`src/rtl/cascade_pkg.sv`:
```
// Shared types for the depth-cascade token controller.
// Assumes nothing beyond a two-bit role encoding.
package cascade_pkg;

    typedef enum logic [1:0] {
        ROLE_ALONE = 2'd0,
        ROLE_HEAD  = 2'd1,
        ROLE_TAIL  = 2'd2
    } slice_role_e;

    // Map the two role pins to a role; low expansion input means standalone
    function automatic slice_role_e decode_role(input logic xi_n, input logic lead_n);
        if (!xi_n)       return ROLE_ALONE;
        else if (!lead_n) return ROLE_HEAD;
        else             return ROLE_TAIL;
    endfunction

endpackage

```
`src/rtl/cascade_role_latch.sv`:
```
// Captures the slice role from the role pins on every reset cycle and holds
// it once reset is released. Also offers the role the pins imply right now,
// so token owners can load their reset state in the same cycle.
// Assumes rst_n is synchronous and active low.
module cascade_role_latch
    import cascade_pkg::*;
(
    input  logic        clk,
    input  logic        rst_n,
    input  logic        xi_n,
    input  logic        lead_n,
    output slice_role_e role_q,
    output slice_role_e role_pins
);

    // Decode the pins continuously
    always_comb role_pins = decode_role(xi_n, lead_n);

    // Track the pins while in reset, freeze afterwards
    always_ff @(posedge clk) begin
        if (!rst_n) role_q <= role_pins;
    end


    role_hold_chk: assert property (@(posedge clk) disable iff (!rst_n)
        1'b1 |=> $stable(role_q));

endmodule

```
`src/rtl/token_slot.sv`:
```
// One token owner with its local address pointer. Used once for writes and
// once for reads. In a cascade role, using the last location drops the token
// and raises a one-cycle hand-off request. An incoming token counts as owned
// in the cycle it arrives. Assumes DEPTH >= 2 and that the caller already
// gates `take` with the cascade roles.
module token_slot #(
    parameter int DEPTH = 2048,
    localparam int AW   = (DEPTH > 1) ? $clog2(DEPTH) : 1
) (
    input  logic          clk,
    input  logic          rst_n,
    input  logic          cascade,
    input  logic          reset_own,
    input  logic          rewind,
    input  logic          stb,
    input  logic          take,
    output logic          en,
    output logic [AW-1:0] ptr,
    output logic          handoff
);

    localparam logic [AW-1:0] LAST = AW'(DEPTH - 1);

    logic own_q;

    // Local enable: strobe qualified by held or arriving ownership
    always_comb en = rst_n && stb && (own_q || take);

    // Hand-off request when the last location is used in a cascade role
    always_comb handoff = en && cascade && (ptr == LAST);

    // Ownership and pointer update
    always_ff @(posedge clk) begin
        if (!rst_n) begin
            own_q <= reset_own;
            ptr   <= '0;
        end else begin
            own_q <= (own_q || take) && !handoff;
            if (rewind)      ptr <= '0;
            else if (en)     ptr <= (ptr == LAST) ? '0 : ptr + 1'b1;
        end
    end


    drop_after_handoff_chk: assert property (@(posedge clk) disable iff (!rst_n)
        handoff |=> !own_q);


    ptr_moves_chk: assert property (@(posedge clk) disable iff (!rst_n)
        (en && !rewind) |=> (ptr != $past(ptr)));


    alone_keeps_chk: assert property (@(posedge clk) disable iff (!rst_n)
        (!cascade && own_q) |=> own_q);

endmodule

```
`src/rtl/xo_pulse_gen.sv`:
```
// Drives the shared expansion output. A write hand-off is sent at once. A read
// hand-off raised in the same cycle is held for one cycle, so the two kinds
// never share a cycle. The output idles high.
// Assumes the requests are single-cycle pulses.
module xo_pulse_gen (
    input  logic clk,
    input  logic rst_n,
    input  logic cascade,
    input  logic wr_handoff,
    input  logic rd_handoff,
    output logic xo_q,
    output logic kind_q
);

    logic rd_pend_q;

    // Arbitrate between hand-off kinds and register the pulse
    always_ff @(posedge clk) begin
        if (!rst_n) begin
            xo_q      <= 1'b1;
            kind_q    <= 1'b0;
            rd_pend_q <= 1'b0;
        end else if (wr_handoff) begin
            xo_q      <= 1'b0;
            kind_q    <= 1'b1;
            rd_pend_q <= rd_pend_q || rd_handoff;
        end else if (rd_handoff || rd_pend_q) begin
            xo_q      <= 1'b0;
            kind_q    <= 1'b0;
            rd_pend_q <= 1'b0;
        end else begin
            xo_q      <= 1'b1;
            kind_q    <= 1'b0;
        end
    end


    wr_pulse_chk: assert property (@(posedge clk) disable iff (!rst_n)
        wr_handoff |=> (!xo_q && kind_q));


    rd_pulse_chk: assert property (@(posedge clk) disable iff (!rst_n)
        (rd_handoff && !wr_handoff && !rd_pend_q) |=> (!xo_q && !kind_q));


    defer_rd_chk: assert property (@(posedge clk) disable iff (!rst_n)
        (wr_handoff && rd_handoff) |=> ##1 (!xo_q && !kind_q));


    alone_quiet_chk: assert property (@(posedge clk) disable iff (!rst_n)
        !cascade |-> xo_q);

endmodule

```
`src/rtl/cascade_token_ctrl.sv`:
```
// Token steering for one FIFO slice on a shared strobe/data ring.
// It latches the role during reset, owns or passes the write and read tokens,
// produces local enables and addresses, and shares one output pin between the
// hand-off pulse (cascade) and active-low half-full (standalone).
// Assumes strobes are synchronous to clk and used legally (no write when the
// ring is full, no read when it is empty) and DEPTH >= 2.
module cascade_token_ctrl
    import cascade_pkg::*;
#(
    parameter int DEPTH = 2048,
    localparam int AW   = (DEPTH > 1) ? $clog2(DEPTH) : 1
) (
    input  logic          clk,
    input  logic          rst_n,
    input  logic          xi_n,
    input  logic          xi_kind,
    input  logic          lead_n,
    input  logic          wr_stb,
    input  logic          rd_stb,
    input  logic          half_full,
    output logic          wr_en,
    output logic          rd_en,
    output logic [AW-1:0] wr_ptr,
    output logic [AW-1:0] rd_ptr,
    output logic          xo_hf_n,
    output logic          xo_kind,
    output logic [1:0]    mode
);

    slice_role_e role_q, role_pins;
    logic cascade, reset_own, take_wr, take_rd, rewind;
    logic wr_handoff, rd_handoff, xo_q, kind_q;

    cascade_role_latch u_role (
        .clk      (clk),
        .rst_n    (rst_n),
        .xi_n     (xi_n),
        .lead_n   (lead_n),
        .role_q   (role_q),
        .role_pins(role_pins)
    );

    // Role-derived controls and incoming token decode
    always_comb begin
        cascade   = (role_q != ROLE_ALONE);
        reset_own = (role_pins != ROLE_TAIL);
        take_wr   = cascade && !xi_n && xi_kind;
        take_rd   = cascade && !xi_n && !xi_kind;
        rewind    = !cascade && !lead_n;
    end

    token_slot #(.DEPTH(DEPTH)) u_wr_slot (
        .clk      (clk),
        .rst_n    (rst_n),
        .cascade  (cascade),
        .reset_own(reset_own),
        .rewind   (1'b0),
        .stb      (wr_stb),
        .take     (take_wr),
        .en       (wr_en),
        .ptr      (wr_ptr),
        .handoff  (wr_handoff)
    );

    token_slot #(.DEPTH(DEPTH)) u_rd_slot (
        .clk      (clk),
        .rst_n    (rst_n),
        .cascade  (cascade),
        .reset_own(reset_own),
        .rewind   (rewind),
        .stb      (rd_stb),
        .take     (take_rd),
        .en       (rd_en),
        .ptr      (rd_ptr),
        .handoff  (rd_handoff)
    );

    xo_pulse_gen u_xo (
        .clk       (clk),
        .rst_n     (rst_n),
        .cascade   (cascade),
        .wr_handoff(wr_handoff),
        .rd_handoff(rd_handoff),
        .xo_q      (xo_q),
        .kind_q    (kind_q)
    );

    // Shared pin: hand-off pulse in cascade, inverted half-full standalone
    always_comb begin
        xo_hf_n = cascade ? xo_q : !half_full;
        xo_kind = kind_q;
        mode    = role_q;
    end


    xo_idle_after_reset_chk: assert property (@(posedge clk)
        !rst_n |=> xo_q);


    no_enable_in_reset_chk: assert property (@(posedge clk)
        !rst_n |-> (!wr_en && !rd_en));


    rewind_chk: assert property (@(posedge clk) disable iff (!rst_n)
        rewind |=> (rd_ptr == '0 && $stable(wr_ptr)));

endmodule

```
`config.mk`:
```
export PLATFORM = sky130hd
export DESIGN_NAME = cascade_token_ctrl
export DESIGN_NICKNAME = d
export VERILOG_FILES = /design/src/rtl/cascade_pkg.sv /design/src/rtl/cascade_role_latch.sv /design/src/rtl/token_slot.sv /design/src/rtl/xo_pulse_gen.sv /design/src/rtl/cascade_token_ctrl.sv
export SDC_FILE = /design/constraint.sdc
export NUM_CORES = 1
export LEC_CHECK = 0
export BUFFER_PORTS_ARGS = -buffer_cell sky130_fd_sc_hd__buf_2
export CAP_MARGIN = 20
export CORE_UTILIZATION = 24
export CTS_CLUSTER_SIZE = 8
export DETAILED_ROUTE_END_ITERATION = 6
export HOLD_SLACK_MARGIN = 0.02
export PLACE_DENSITY = 0.46
export RECOVER_POWER = 25
export SETUP_SLACK_MARGIN = 0.05
export SYNTH_ARGS = -nofsm -noshare
export SYNTH_HDL_FRONTEND = slang
export SYNTH_SLANG_ARGS = --single-unit
```
`constraint.sdc`:
```
create_clock -name clk -period 1.65 [get_ports clk]
set_input_delay 0.165 -clock clk [delete_from_list [all_inputs] [get_ports clk]]
set_output_delay 0.165 -clock clk [all_outputs]
set_load 0.01 [all_outputs]
```
Yosys cells after proc, flatten, opt, wreduce, memory -nomap -nowiden

Cells that the tools add are included.

Memory bits (read-only): 0
Bits in latches: 0
Register bits: 29
Memories: 0
RAM bits: 0
Logic and storage cells: 53

Muxes and demuxes: 12
Add/sub/neg operators: 2
$mul: 0
Bitwise operators: 1
Equality and inequality tests: 3
Magnitude comparators: 0
Reductions and logical operators: 27
Shift operators: 0
Div/mod/pow operators: 0

Operators with widths:

| kind                                                            | number |
|---|---|
| 11-bit by 1-bit adder with 11-bit output, second input constant | 2 |
| 11-bit == test, second input constant                           | 2 |
| 11-bit two-way mux                                              | 2 |
| 1-bit logical AND                                               | 14 |
| 1-bit two-way mux                                               | 8 |
| 1-bit zero test                                                 | 7 |
| 2-bit two-way mux                                               | 2 |
| 2-bit nonzero test                                              | 2 |
| 1-bit logical OR                                                | 3 |
| 2-bit inequality test, second input constant                    | 1 |
| 2-bit OR reduction                                              | 1 |
| 1-bit NOT                                                       | 1 |

Longest topological paths before layout

Gate-level depths: netlist of run 1.

Depth after elaboration: 10
Depth in mapped cells: 6

Cells and area by module

From an unflattened synthesis of run 1, not the netlist that was laid out.

Cells, all modules: 150
Area total of the unflattened synthesis: 1416.4 sq um

Modules (own cells, without submodules):

| module             | area each (sq um) | instances | cells an instance |
|---|---|---|---|
| token_slot         | 600.6             | 2         | 65 |
| xo_pulse_gen       | 88.8              | 1         | 6 |
| cascade_role_latch | 80.1              | 1         | 5 |
| cascade_token_ctrl | 46.3              | 1         | 9 |

Worst setup path after synthesis of run 1

No wires, ideal clock.

Path kind: register to register
Start point: reg u_role.role_q[1]
End point: reg u_rd_slot.ptr[1]
Buffers on the path: 1
Slack: 0.140 ns
Cell stages (with the launch flop): 6
Setup time: 0.080 ns
Data arrival time: 1.430 ns
Data required time: 1.570 ns
Cell sequence: edfxtp_1 -> o21ba_4 -> a21oi_4 -> buf_2 -> o21ai_0 -> a211oi_2

Word-level cells in the longest chain between the ends: 5
Elaborated cells on any way between the ends: 8
Classes of those cells: reduce/logical (8)

RTL lines:

| item                           | RTL line                 | source |
|---|---|---|
| from (decl)                    | cascade_role_latch.sv:12 | `output slice_role_e role_q,` |
| from (signal assigned)         | cascade_role_latch.sv:21 | `if (!rst_n) role_q <= role_pins;` |
| 2-bit nonzero test *           | cascade_token_ctrl.sv:45 | `cascade = (role_q != ROLE_ALONE);` |
| 1-bit logical AND (2 in a row) | cascade_token_ctrl.sv:48 | `take_rd = cascade && !xi_n && !xi_kind;` |
| 1-bit logical OR               | token_slot.sv:27         | `always_comb en = rst_n && stb && (own_q \|\| take);` |
| 1-bit logical AND              | token_slot.sv:27         |  |
| to (signal assigned)           | token_slot.sv:40         | `else if (en) ptr <= (ptr == LAST) ? '0 : ptr + 1'b1;` |
| to (decl)                      | token_slot.sv:18         | `output logic [AW-1:0] ptr,` |

Every way passes the cells marked *; elsewhere a longest branch is shown, timed or not.
A chain may end at the register's enable or synchronous reset.

Worst setup path after layout of run 1

Start point: reg u_role.role_q[0]
End point: out wr_en

Word-level cells in the longest chain between the ends: 5

RTL lines:

| item                           | RTL line                 | source |
|---|---|---|
| 2-bit nonzero test             | cascade_token_ctrl.sv:45 |  |
| 1-bit logical AND (2 in a row) | cascade_token_ctrl.sv:47 | `take_wr = cascade && !xi_n && xi_kind;` |
| 1-bit logical OR               | token_slot.sv:27         |  |
| 1-bit logical AND              | token_slot.sv:27         |  |
| to (decl)                      | cascade_token_ctrl.sv:21 | `output logic wr_en,` |

Every way passes these cells.

==> results of run 1 <==
[cell families (layout without fill, tap and decap cells)]
kind of cell	after synthesis	after routing	share of synthesized area
buffers and inverters	15	80	0.0471
flip-flops	29	29	0.377
adder cells (fa/ha/maj)	2	2	0.0157
AO/OA/AOI/OAI	45	45	0.218
AND/OR/NAND/NOR	76	76	0.298
multiplexers	7	7	0.0440
[flip-flops by register name (all words and copies together) (netlist names)]
signal           flops
u_xo.rd_pend_q       1
u_wr_slot.own_q      1
u_wr_slot.ptr       11
u_xo.kind_q          1
u_role.role_q        2
u_rd_slot.own_q      1
u_xo.xo_q            1
u_rd_slot.ptr       11
[worst register-to-register path: stages, from the launching register on]
cell and delay, ps:
edfxtp_1 360, o21ba_4 190, a21oi_4 70, buf_12 150
or4_4 530, a211oi_2 210
[Yosys cell counts (4+ instances only)]
master    instances  area (um^2)
inv_1             6         22.5
dfxtp_1          27          541
o21ai_0           5         25.0
or4_1             9         67.6
a211oi_2          4         50.1
nor2_1            4         15.0
nand4_1           5         31.3
a21oi_1           7         35.0
o31ai_1          16          120
mux2i_1           7         70.1
and2_1            4         25.0
clkbuf_1          4         15.0
nand2_1          17         63.8
nor4_1            6         37.5
nand3_1           6         30.0
[area by class of cell]
type / count / area, um^2 / area share
clock inverters: 1 / 5.00 / 0.00219
flip-flops and latches: 29 / 601 / 0.263
clock buffers: 7 / 96.3 / 0.0422
inverters: 6 / 22.5 / 0.00986
well taps: 77 / 96.3 / 0.0422
multi-input cells: 130 / 1010 / 0.441
repair buffers: 66 / 455 / 0.199
[repair_timing]
action,in CTS,in global routing
hold buffers,0,0
pin swaps,2,13
endpoints found under the setup margin,3,17
endpoints found under the hold margin,0,0
cloned,1,0
buffers inserted,4,4
gates resized for setup,3,26
[routing by layer]
layer  global-route usage  part of all wire  vias up
met3               0.0317             0.038        4
li1                     -                 -      804
met1                0.167              0.49      736
met4               0.0370            0.0071        0
met2                0.203              0.46       33
met5                    0                 0        -
[metrics by stage]
| step | instance area (um^2) | setup WS [ps] | power [mW] |
|---|---|---|---|
| 2_1_floorplan | 1590 | 140 | 0.866 |
| 3_3_place_gp | 2000 | 111 | 0.954 |
| 3_5_place_dp | 2000 | 90.2 | 0.954 |
| 4_1_cts | 2180 | 16.9 | 1.67 |
| 5_1_grt | 2280 | -1.99 | 1.74 |
| 6_report | 2280 | 68.1 | 1.67 |
[worst paths after layout]
path | startpoint | to | slack (ps)
setup / recovery | u_role.role_q[0]$_DFFE_PN_ | wr_en | 70
hold reg to reg | u_xo.rd_pend_q$_SDFFE_PN0P_ | u_xo.xo_q$_SDFF_PN1_ | 450
setup reg to reg | u_role.role_q[0]$_DFFE_PN_ | u_rd_slot.ptr[4]$_SDFFE_PP0P_ | 70
hold / removal | lead_n | u_role.role_q[0]$_DFFE_PN_ | 210
[power by group]
group	internal, mW	switching, mW	leakage (nW)
Combinational	0.132	0.145	0.559
Sequential	0.722	0.00925	0.238
Clock	0.377	0.287	0.0542
Total	1.23	0.441	0.851
==> impl_metrics.toml, run 1 <==
[finish]
layout.nets = 248
final_cell_mix = "27 x dfxtp_1, 23 x buf_4, 22 x buf_2, 16 x nand2_1, 16 x o31ai_1"
layout_commonest_cell = "dfxtp_1"
areaGrowthSynthToFinish_pct = 43.4
instances_no_fill = 316
fillers = 689
finish.utilization = 0.358
num_antenna_cells = 0
final_layout_size_suffix_gt1_frac = 0.402

[power_and_ir_drop]
p_per_area_nw_per_um2 = 732
irDropWorstVdd_v = 0.000295
power_leakage_nw = 0.851

[sta]
finalSetupTns_ps = 0
finalCritPeriodShare = 0.959
tightest_slew_ps = 432
setup_viol = 0
hold_viol = 0
maxSlewViolCount = 0
max_freq_ghz = 0.632
fin_worst_skew_ps = 3.61
min_period_ps = 1580
hold_ws_ps = 214
rsz0062_at_grt = "yes"
maxSlewHeadroom = 0.712

[synth]
synthCells = 174
synthArstFlopShare = 0
synth_cell_types = 41
syn_area_per_cell_um2 = 9.15
ys_warn_count = 0
synth_nets = 184
netlist_area_um2 = 1590
synth-seq-cells = 29
synth_flop_cell = "dfxtp_1"
synth_edf_count = 2
yosysSeqAreaShare = 0.377

[setup_path]
cp_num_buf_inv = 2
reg2regPathDepth = 5
path_class = "flop to output port"
crit_arrival_ps = 1420
critical_path_depth = 5
cp-start-kind = "flop"
crit_family = "compound AO/OA/AOI/OAI gates"
cp_max_fo = 3
cp_data_required_time_ps = 1480
max_stage_delay_ps = 400
path_cells = "o21ba_4 > a21oi_4 > buf_12 > nor2_4 > buf_6"
critPathSlowestCell = "edfxtp_1"
end_kind = "output port"

[outcome]
status = "finished, final reports clean"

[min_path]
whs_path_depth = 2
hold_class = "input pin to flop"

[floorplanning]
start_util = 0.249
die_x_um = 83.5
dieHeight_um = 83.5
die_area_um2 = 6970
rows = 29
io_pins = 36
coreArea_um2 = 6390

[job]
drv_cap = 0

[clock_network]
cts_max_level = 2
worstSkewPairLatency_ps = 280
cts.sinks = 29
cts_made_buffers = 5
tritoncts = "done"
clock_tree.root_cell = "clkbuf_8"
clkTransAtPathRegs_ps = 60
clockBufferDepth = 2

[placed_design]
dp_hpwl_um = 3030
gp_congestion = 0.739
place_inst = 299
io_buffers = 35

[drt]
drt_pass1_iterations = 4
drc = 0
wl_per_cell_um = 13.9
wl_um = 4380
drtIter0Drc = 20
avgViaCountPerCell = 4.99
vias = 1577
antenna_left = 0

[global_routing]
grt_pass1_wl_um = 7110
grt_pass1_vias = 1487
grt_max_degree = 16
antenna_found_initial = 0
grt_use_total = 0.126
gr-total-overflow = 0
(Power assumes the default switching activity.)
==> run 2: changes to the inputs <==
Settings changed: SYNTH_HIERARCHICAL set to 1.
==> run 2 against run 1 <==
  * Critical path depth grew 3
  * Final area down 7.4%
  * Worst hold slack improved by 22 ps
  * Cell count is 8.9% lower
  * Global-route usage down 1.1 points
  * Die area down 11%
  * Routed wire length fell by 24%
  * Critical endpoint is now u_wr_slot/ptr[9]$_SDFFE_PP0N_
  * Non-clock buffer count is 6 lower
  * Clock skew increased by 2.6 ps
==> impl_metrics.toml, run 2 <==
[synth]
synth-seq-cells = 29
syn_area_per_cell_um2 = 9.44
synth_top_family_by_area = "simple AND/OR/NAND/NOR gates"
synth_xor_area_frac = 0.124
netlist_area_um2 = 1420
synthMuxAreaShare = 0
netlist_top_cells_count = "27 x dfxtp_1, 21 x nor2_1, 18 x xnor2_1"
synth_top_area_share = 0.382
yosysSeqAreaShare = 0.424
synth_area_leaders = "dfxtp_1 38%, xnor2_1 11%, nor2_1 5.6%"
ys_warn_count = 6
synthCells = 150
synth_fa_ha_area_frac = 0.0177
synthArstFlopShare = 0
synth_top_area_cell = "dfxtp_1"
synthSimpleGateAreaFrac = 0.308
synth.most_common_cell = "dfxtp_1"
synth_edf_count = 2
synth_flop_cell = "dfxtp_1"
synth_cell_types = 32
synth_nets = 160
synth_compound_area_frac = 0.0760

[global_routing]
grt_pass1_wl_um = 5460
grt_pass1_vias = 1213
antenna_found_initial = 0
grt_use_total = 0.115
grt_max_degree = 10
gr-total-overflow = 0

[finish]
finish.utilization = 0.377
layout_commonest_cell = "dfxtp_1"
reg_top3 = "u_rd_slot/ptr: 11 flops, u_wr_slot/ptr: 11 flops, u_role/role_q: 2 flops"
instances_no_fill = 288
layout.nets = 225
final_cell_mix = "27 x dfxtp_1, 24 x buf_2, 21 x nor2_1, 18 x buf_4, 18 x xnor2_1"
num_antenna_cells = 0
areaGrowthSynthToFinish_pct = 49.4
fillers = 618
final_layout_size_suffix_gt1_frac = 0.407

[drt]
drc = 0
antenna_left = 0
avgViaCountPerCell = 4.32
drtIter0Drc = 19
wl_um = 3340
vias = 1245
drt_pass1_iterations = 4
wl_per_cell_um = 11.6

[power_and_ir_drop]
irDropWorstVdd_v = 0.000380
p_per_area_nw_per_um2 = 761
power_leakage_nw = 0.907

[clock_network]
cts.sinks = 29
cts_made_buffers = 5
clkTransAtPathRegs_ps = 60
clock_tree.root_cell = "clkbuf_8"
tritoncts = "done"
clockBufferDepth = 2
cts_max_level = 2
worstSkewPairLatency_ps = 280

[setup_path]
crit_family = "flip-flops"
cp_max_fo = 5
crit_arrival_ps = 1790
max_stage_delay_ps = 430
cp-start-kind = "flop"
end_kind = "flop"
path_cells = "nor2_4 > nor3b_4 > o211ai_4 > buf_4 > buf_6 > nor4_4 > xnor2_1 > nor2_2"
cp_num_buf_inv = 2
critPathSlowestCell = "edfxtp_1"
cp_data_required_time_ps = 1820
path_class = "flop to flop"

[placed_design]
place_inst = 272
dp_hpwl_um = 2430
gp_congestion = 0.689
post-place-ws_ps = -28.4
io_buffers = 35

[floorplanning]
die_area_um2 = 6210
dieHeight_um = 78.8
coreArea_um2 = 5610
die_x_um = 78.8
io_pins = 36
rows = 27
start_util = 0.253

[sta]
maxSlewViolCount = 0
max_freq_ghz = 0.617
rsz0062_at_grt = "yes"
hold_viol = 0
hold_ws_ps = 236
fin_worst_skew_ps = 6.21
min_period_ps = 1620
fin_ws_ps = 28.2
finalCritPeriodShare = 0.983
setup_viol = 0

[job]
drv_cap = 0

[outcome]
status = "finished, final reports clean"

[min_path]
hold_class = "input pin to flop"
==> run 2: through the flow <==
| step | instance area (um^2) | power [mW] | setup TNS [ps] |
|---|---|---|---|
| global placement | 1810 | 0.866 | -64.8 |
| floorplan | 1440 | 0.813 | 0 |
| finish | 2120 | 1.61 | 0 |
| detailed placement | 1810 | 0.866 | -150 |
| global route | 2120 | 1.68 | -466 |
| CTS | 2000 | 1.60 | 0 |
==> run 2: worst paths after layout <==
| kind | startpoint | end | slack (ps) | cells past startpoint |
|---|---|---|---|---|
| worst max-delay path | u_role/role_q[1]$_DFFE_PN_ | u_wr_slot/ptr[9]$_SDFFE_PP0N_ | 30 | 8 |
| worst min register to register | u_xo/rd_pend_q$_SDFFE_PN0P_ | u_xo/xo_q$_SDFF_PN1_ | 470 | 1 |
| worst min-delay path | lead_n | u_role/role_q[1]$_DFFE_PN_ | 240 | 2 |
| worst max register to register | u_role/role_q[1]$_DFFE_PN_ | u_wr_slot/ptr[9]$_SDFFE_PP0N_ | 30 | 8 |
==> run 2: what timing repair did <==
item,CTS,global route
resized for setup,8,20
setup buffers,5,3
pin swaps,9,16
endpoints found under the hold margin,0,0
hold buffers,0,0
endpoints found under the setup margin,23,28
gates cloned,0,0
==> run 2: where the power goes <==
group	internal (mW)	switching [mW]
clock	0.431	0.279
combinational	0.0801	0.0865
sequential	0.721	0.0128
==> run 2: layout make-up <==
cell class	count	area (um^2)	area share
flip-flops and latches	29	601	0.284
well taps	72	90.1	0.0426
inverters	12	47.5	0.0225
repair buffers	60	383	0.181
clock buffers	8	111	0.0526
multi-input cells	107	883	0.418
==> run 2: kinds of logic (layout without fill, tap and decap cells) <==
family                     after synthesis  after routing
other                                    1              1
DFF                                     29             29
AOI/OAI and AO/OA                       14             14
buffers and inverters                   14             80
adders and majority gates                2              2
xor gates and xnor gates                20             20
and+or+nand+nor                         70             70
==> run 2: layer usage <==
| metal | GRT usage | share of wire | vias up |
|---|---|---|---|
| met5 | 0 | 0 | - |
| met4 | 0.0545 | 0.013 | 0 |
| li1 | - | - | 639 |
| met2 | 0.194 | 0.50 | 23 |
| met3 | 0.0391 | 0.049 | 5 |
| met1 | 0.129 | 0.44 | 578 |
==> run 3: changes to the inputs <==
Settings changed: CTS_BUF_LIST set to sky130_fd_sc_hd__clkbuf_4 sky130_fd_sc_hd__clkbuf_8, SLEW_MARGIN set to 5.
==> run 3 against run 2 <==
  * The run now ends with negative setup slack left
  * Non-clock buffer count is the same
  * Setup slack got worse by 35 ps
  * Core utilization up 0.31 points
  * Sequential power about the same
  * Sequential cell count unchanged
  * Total power up 4.8%
  * Final area up 0.83%
  * Via count up 1.0%
  * Maximum frequency fell by 2.1%
  * Sequential share of layout area is 0.23 points lower
  * Combinational power is essentially flat
  * Die area unchanged
  * Critical path type is now flop to output port
  * Critical endpoint is now wr_en
==> impl_metrics.toml, run 3 (same netlist as run 2, synthesis figures left out) <==
[placed_design]
gp_congestion = 0.689
dp_hpwl_um = 2430
place_inst = 272
placed_area_um2 = 1810
io_buffers = 35

[power_and_ir_drop]
p_per_area_nw_per_um2 = 790
irDropWorstVdd_v = 0.000405
power_mw = 1.69
power_leakage_nw = 0.908

[finish]
final_cell_mix = "27 x dfxtp_1, 22 x buf_2, 21 x nor2_1, 20 x buf_4, 18 x xnor2_1"
num_antenna_cells = 0
sequential_cell_area_um2 = 601
instances_no_fill = 288
fillers = 614
multiInputGateArea_um2 = 902
layout_commonest_cell = "dfxtp_1"
layout.nets = 225
areaGrowthSynthToFinish_pct = 50.6
final_layout_size_suffix_gt1_frac = 0.412
design_area_um2 = 2130
reg_top3 = "u_rd_slot/ptr: 11 flops, u_wr_slot/ptr: 11 flops, u_role/role_q: 2 flops"

[drt]
avgViaCountPerCell = 4.37
drc = 0
drtIter0Drc = 47
wl_per_cell_um = 12.1
antenna_left = 0
vias = 1258
drt_pass1_iterations = 4
wl_um = 3470

[sta]
maxSlewViolCount = 0
setup_viol = 1
fin_ws_ps = -6.43
hold_ws_ps = 235
finalCritPeriodShare = 1.00
hold_viol = 0
finalSetupTns_ps = -6.43
min_period_ps = 1660
fin_worst_skew_ps = 6.81
max_freq_ghz = 0.604
rsz0062_at_grt = "yes"

[global_routing]
grt_max_degree = 10
grt_pass1_vias = 1223
grt_pass1_wl_um = 5460
grt_use_total = 0.113
antenna_found_initial = 0
gr-total-overflow = 0

[setup_path]
r2r_slack_ps = 30
cp_max_fo = 6
worstReg2RegEnd = "u_wr_slot/ptr[7]$_SDFFE_PP0N_"
reg2regPathDepth = 7
max_stage_delay_ps = 430
critPathCapture = "wr_en"
setup.worst_path.start = "u_role/role_q[1]$_DFFE_PN_"
r2r-start = "u_role/role_q[1]$_DFFE_PN_"
cp_data_required_time_ps = 1480
critPathSlowestCell = "edfxtp_1"
crit_arrival_ps = 1490
end_kind = "output port"
path_class = "flop to output port"
cp-start-kind = "flop"
path_cells = "nor2_4 > nor3b_4 > o211ai_4 > inv_2 > buf_6"

[floorplanning]
die_x_um = 78.8
start_util = 0.253
coreArea_um2 = 5610
rows = 27
dieHeight_um = 78.8
die_area_um2 = 6210
io_pins = 36

[outcome]
violations = "negative setup slack"
status = "complete, but fails checks"

[clock_network]
clockBufferDepth = 2
tritoncts = "done"
ctsHoldBuffers = 0
cts_max_level = 2
cts.sinks = 29
worstSkewPairLatency_ps = 280
clkTransAtPathRegs_ps = 60
clock_tree.root_cell = "clkbuf_8"
cts_made_buffers = 5

[job]
drv_cap = 0

[min_path]
hold_class = "input pin to flop"
hp-start = "lead_n"
## run 3: changes by cell type in the layout (fill, tap and decap cells not counted), sizes merged
cell | previous run | this run
buf | 50 | 48
bufinv | 0 | 1
clkbuf | 18 | 19
## run 3: worst min-delay path by stage
stage	to	cells after the start	slack (ps)
floorplan	u_xo/xo_q$_SDFF_PN1_	1	230
global placement	u_xo/xo_q$_SDFF_PN1_	2	450
detailed placement	u_xo/xo_q$_SDFF_PN1_	2	450
CTS	u_xo/xo_q$_SDFF_PN1_	2	160
global route	u_role/role_q[1]$_DFFE_PN_	2	240
finish	u_role/role_q[1]$_DFFE_PN_	2	240
## run 3: report_power, final
part | internal [mW] | switching (mW) | total (mW)
Combinational | 0.0779 | 0.0868 | 0.165
Sequential | 0.721 | 0.0129 | 0.734
Clock | 0.508 | 0.279 | 0.788
Total | 1.31 | 0.379 | 1.69
## run 3: critical path, delay by kind of cell (launching register included)
family	cells	cell delay (ps)
flip-flops	1	430
AND/OR/NAND/NOR	2	270
AO/OA/AOI/OAI	1	280
buffers and inverters	2	230
## run 3: through the flow
stage	util	setup slack [ps]
after floorplan	-	60.3
after global placement	0.323	-40.1
after detailed placement	0.323	-28.4
after CTS	0.355	-20.5
after global routing	0.380	-67.1
final	0.380	-6.43
## run 3: routing by layer
metal,vias to the layer above,GRT usage,part of all wire
met4,0,0.0436,0.014
met3,7,0.0391,0.049
met5,-,0,0
met2,27,0.197,0.51
li1,638,-,-
met1,586,0.126,0.42
## run 3: cell type report
| class | count | share of cell area |
|---|---|---|
| Timing Repair Buffer | 60 | 0.175 |
| Multi-Input combinational cell | 107 | 0.423 |
| Tap cell | 72 | 0.0422 |
| Clock buffer | 7 | 0.0422 |
| Clock inverter | 1 | 0.0141 |
| Inverter | 12 | 0.0223 |
| Sequential cell | 29 | 0.282 |
## run 3: repair_timing
action	in CTS	in global routing
gates resized for setup	6	23
pin swaps	9	12
setup buffers	5	4
setup endpoints to repair	23	28
